$ cat src/rtl/text_row_seq.sv
module text_row_seq #(
  parameter int ROW_W   = 6,
  parameter int LINE_W  = 5,
  parameter int GLYPH_W = 4
) (
  input  logic               clk,
  input  logic               rst_n,
  input  logic               hsync,
  input  logic               fstart,
  input  logic [LINE_W-1:0]  row_height,
  input  logic [LINE_W-1:0]  start_off,
  input  logic [LINE_W-1:0]  scroll,
  output logic [ROW_W-1:0]   row_idx,
  output logic [GLYPH_W-1:0] glyph_line,
  output logic               blank
);
  localparam int POS_W = LINE_W + 1;
  localparam logic [POS_W-1:0] GLYPH_LINES = POS_W'(1 << GLYPH_W);

  logic [LINE_W-1:0] lc, lc_nx;
  logic [ROW_W-1:0]  row_nx;
  logic [POS_W-1:0]  lines, eff, pos;
  logic              row_end;

  assign lines   = {1'b0, row_height} + POS_W'(1);
  assign row_end = lc >= row_height;
  assign eff     = {1'b0, scroll} % lines;
  assign pos     = ({1'b0, lc_nx} + eff) % lines;

  always_comb begin
    lc_nx  = lc;
    row_nx = row_idx;
    if (fstart) begin
      lc_nx  = start_off;
      row_nx = '0;
    end else if (hsync) begin
      if (row_end) begin
        lc_nx  = '0;
        row_nx = row_idx + ROW_W'(1);
      end else begin
        lc_nx = lc + LINE_W'(1);
      end
    end
  end

  always_ff @(posedge clk) begin
    if (!rst_n) begin
      lc         <= '0;
      row_idx    <= '0;
      glyph_line <= '0;
      blank      <= 1'b0;
    end else if (fstart || hsync) begin
      lc         <= lc_nx;
      row_idx    <= row_nx;
      blank      <= pos >= GLYPH_LINES;
      glyph_line <= (pos >= GLYPH_LINES) ? '0 : pos[GLYPH_W-1:0];
    end
  end

  AST_HOLD_IDLE: assert property (@(posedge clk) disable iff (!rst_n)
    !hsync && !fstart |=> $stable(row_idx) && $stable(glyph_line) && $stable(blank));
  AST_ROW_STEP: assert property (@(posedge clk) disable iff (!rst_n)
    hsync && !fstart |=> (row_idx == $past(row_idx)) || (row_idx == $past(row_idx) + ROW_W'(1)));
  AST_FRAME_CLEAR: assert property (@(posedge clk) disable iff (!rst_n)
    fstart |=> row_idx == '0 && lc == $past(start_off));
  AST_ROW_WRAP: assert property (@(posedge clk) disable iff (!rst_n)
    hsync && !fstart && row_end |=> lc == '0);
  AST_BLANK_ZERO: assert property (@(posedge clk) disable iff (!rst_n)
    blank |-> glyph_line == '0);
endmodule

$ cat config.mk
export PLATFORM = sky130hd
export DESIGN_NAME = text_row_seq
export DESIGN_NICKNAME = d
export VERILOG_FILES = /design/src/rtl/text_row_seq.sv
export SDC_FILE = /design/constraint.sdc
export NUM_CORES = 1
export LEC_CHECK = 0
export BUFFER_PORTS_ARGS = -buffer_cell sky130_fd_sc_hd__buf_2
export CAP_MARGIN = 40
export CORE_ASPECT_RATIO = 1.2
export CORE_MARGIN = 4
export CORE_UTILIZATION = 45
export CTS_BUF_LIST = sky130_fd_sc_hd__clkbuf_8
export CTS_CLUSTER_DIAMETER = 150
export DETAILED_ROUTE_END_ITERATION = 6
export GPL_TIMING_DRIVEN = 0
export SKIP_LAST_GASP = 1
export SLEW_MARGIN = 10
export SYNTH_ARGS = -nofsm -noshare
export SYNTH_HDL_FRONTEND = slang
export SYNTH_SLANG_ARGS = --single-unit
$ cat constraint.sdc
create_clock -name clk -period 34.5 [get_ports clk]
set_input_delay 10.35 -clock clk [delete_from_list [all_inputs] [get_ports clk]]
set_output_delay 10.35 -clock clk [all_outputs]
set_load 0.05 [all_outputs]
==> run metrics <==
I/O Buffers 28; DIE AREA roughly 8800 um2; maximum clock frequency between 30 and 40 MHz; Fin Clk Skew ~2.3 ps; global route overflow 0; via-per-instance ratio approximately 5.8; Total GRT Usage 0.1917; Iter 0 DRT Violations ~120; Post-DRT Antenna Nets 0; initial antenna violation count 0; crit path DAT 27,970 ps; number of max-cap violations 0; status completed; Slew Limit Headroom 0.4161; CP delay by family, top compound AO/OA/AOI/OAI gates; root buf cell clkbuf_8; Ys Warns 0; layout cell share with drive strength beyond 1 0.1521; dpl cells between 500 and 600; Fin. Hold Viols 0; Inserted Diodes 0; startpoint class of the critical path input port; Sink Count 16; DR WL/cell between 10 and 15 um; DP HPWL approximately 6700 um; hold_buf cts 0; clock buffer count from CTS 3; Yosys reg bits 16; asr flop ratio synth 0; row count 33; post-route non-filler standard cell count about 530; count of cell types in the netlist 76; Slew Viols, Final 0; RSZ-0062 raised after global routing false; syn_nets just under 500; CTS H-Tree Depth 1; CP max stage delay approximately 580 ps; Post-synth EDFFs 0; latest clock arrival within the worst-skew pair around 250 ps; cell repeated most along the worst path ha_1; post-CTS sizing 0; core box area approximately 7000 um2; die width around 86 um; Die Y 101.7 um; actual slew at the worst max-slew pin around 870 ps; # IOs 30; area added between synthesis and finish 9.036%; Top FF cell, synth dfxtp_1; final WL between 7000 and 8000 um; leading cell type in the layout, fill and taps excluded ha_1; DRC 0; WS Path Type input port to register; Avg Inst Size Synth ~7.9 um2; final instance area around 3600 um2; drt pass-1 iters 4; clk buf depth 2; Syn Inst Count approximately 420; Period Utilization, post-route 0.8059; crit path max fanout 18; number of global-route vias before repair roughly 3,000; routability cong. between 0.8 and 0.9; crit path time final around 28,000 ps; sequential share of the synthesized area 0.09719; most frequent cells in the layout ha_1, nor2_1, buf_2; HP Class register to register; post-CTS setup buffer count 0; # setup viols final 0; # nets final 528; CP bufs+invs 6; Critical Path RT about 35,000 ps; first-pass GRT wire length between 10,000 and 15,000 um; largest net degree at the start of global routing 19; Post-DP Area ~3600 um2; TritonCTS clock tree built; Initial Util 0.4723; Cell Area, Synth around 3300 um2; CP max-delay cell a31oi_1; CTS clock-pin slew for the worst setup and hold paths 60 ps; TNS Setup 0 ps; via count between 3,000 and 4,000; Critical Path Sink Type register
[final timing paths]
path / start / endpoint / slack (ps) / cells past startpoint
worst min-delay path: glyph_line[3] / glyph_line[3] / 470 / 2
worst max register to register: lc[0] / glyph_line[0] / 22180 / 53
worst max-delay path: row_height[0] / glyph_line[0] / 6700 / 70
worst min register to register: glyph_line[3] / glyph_line[3] / 470 / 2
[state kept, by name (all words and copies together) (netlist names)]
name / flops
blank: 1
row_idx: 6
lc: 5
glyph_line: 4
[synthesized netlist by cell type, types with 3 or more instances]
cell type	number	share of area
o211a_1	3	0.0091
o21ai_0	22	0.033
nor3_1	8	0.012
xor2_1	13	0.035
mux2_2	10	0.034
inv_1	25	0.028
nand2b_1	5	0.0095
o21a_1	16	0.036
ha_1	57	0.22
a21oi_1	20	0.030
a31oi_1	4	0.0076
nand2_1	24	0.027
dfxtp_1	16	0.097
or3_1	6	0.011
and2_1	7	0.013
o211ai_1	5	0.011
a21o_1	7	0.016
fa_1	3	0.018
o31ai_1	6	0.014
nand3_1	10	0.015
nor2b_1	8	0.015
nor2_1	33	0.038
xnor2_1	14	0.037
a21boi_0	4	0.0091
nor4_1	4	0.0076
mux2i_1	7	0.021
and3_1	4	0.0076
a21o_2	3	0.0080
clkbuf_1	5	0.0057
a211oi_1	5	0.011
nand4_1	7	0.013
[layer usage]
| metal | track usage | vias up | part of all wire |
|---|---|---|---|
| li1 | - | 1614 | - |
| met1 | 0.2463 | 1418 | 0.47 |
| met2 | 0.3436 | 45 | 0.49 |
| met3 | 0.01383 | 8 | 0.027 |
| met4 | 0.05116 | 0 | 0.014 |
| met5 | 0 | - | 0 |
[worst reg2reg max path, delay by kind of cell, from the launching register on]
kind                     cells  cell delay [ps]
flip-flops                   1              400
AO/OA/AOI/OAI               26             6070
adder cells (fa/ha/maj)      8             2340
XOR/XNOR                     1              170
buffers and inverters        5              540
multiplexers                 2              500
AND/OR/NAND/NOR             11             2210
[metrics by stage]
step / hold slack [ps] / util / worst slack [ps]
CTS: 470.3 / 0.5150 / 6543
finish: 465.4 / 0.5150 / 6697
floorplan: 540.3 / - / 9278
global placement: 456.8 / 0.5080 / 6587
global route: 505.7 / 0.5150 / 5033
detailed placement: 461.1 / 0.5091 / 6391
[logic make-up (layout without fill, tap and decap cells)]
logic type                 count (synthesis)  after routing  synth area share
and+or+nand+nor                          134            134            0.2172
adders and majority gates                 60             60            0.2346
muxes                                     18             18           0.05885
AOI/OAI and AO/OA                        124            124            0.2737
DFF                                       16             16           0.09719
xor gates and xnor gates                  27             27           0.07175
buffers and inverters                     36             68           0.04669
[area by class of cell]
type	count	area, um2
fillers	688	3385
clock buffers	3	41.29
repair buffers	29	147.6
plain buffers	9	52.55
flip-flops and latches	16	320.3
well taps	87	108.9
inverters	27	101.3
multi-input cells	363	2821
Power is not shown: default switching activity piles up to over one toggle a cycle in this logic, so the estimate is an artifact.
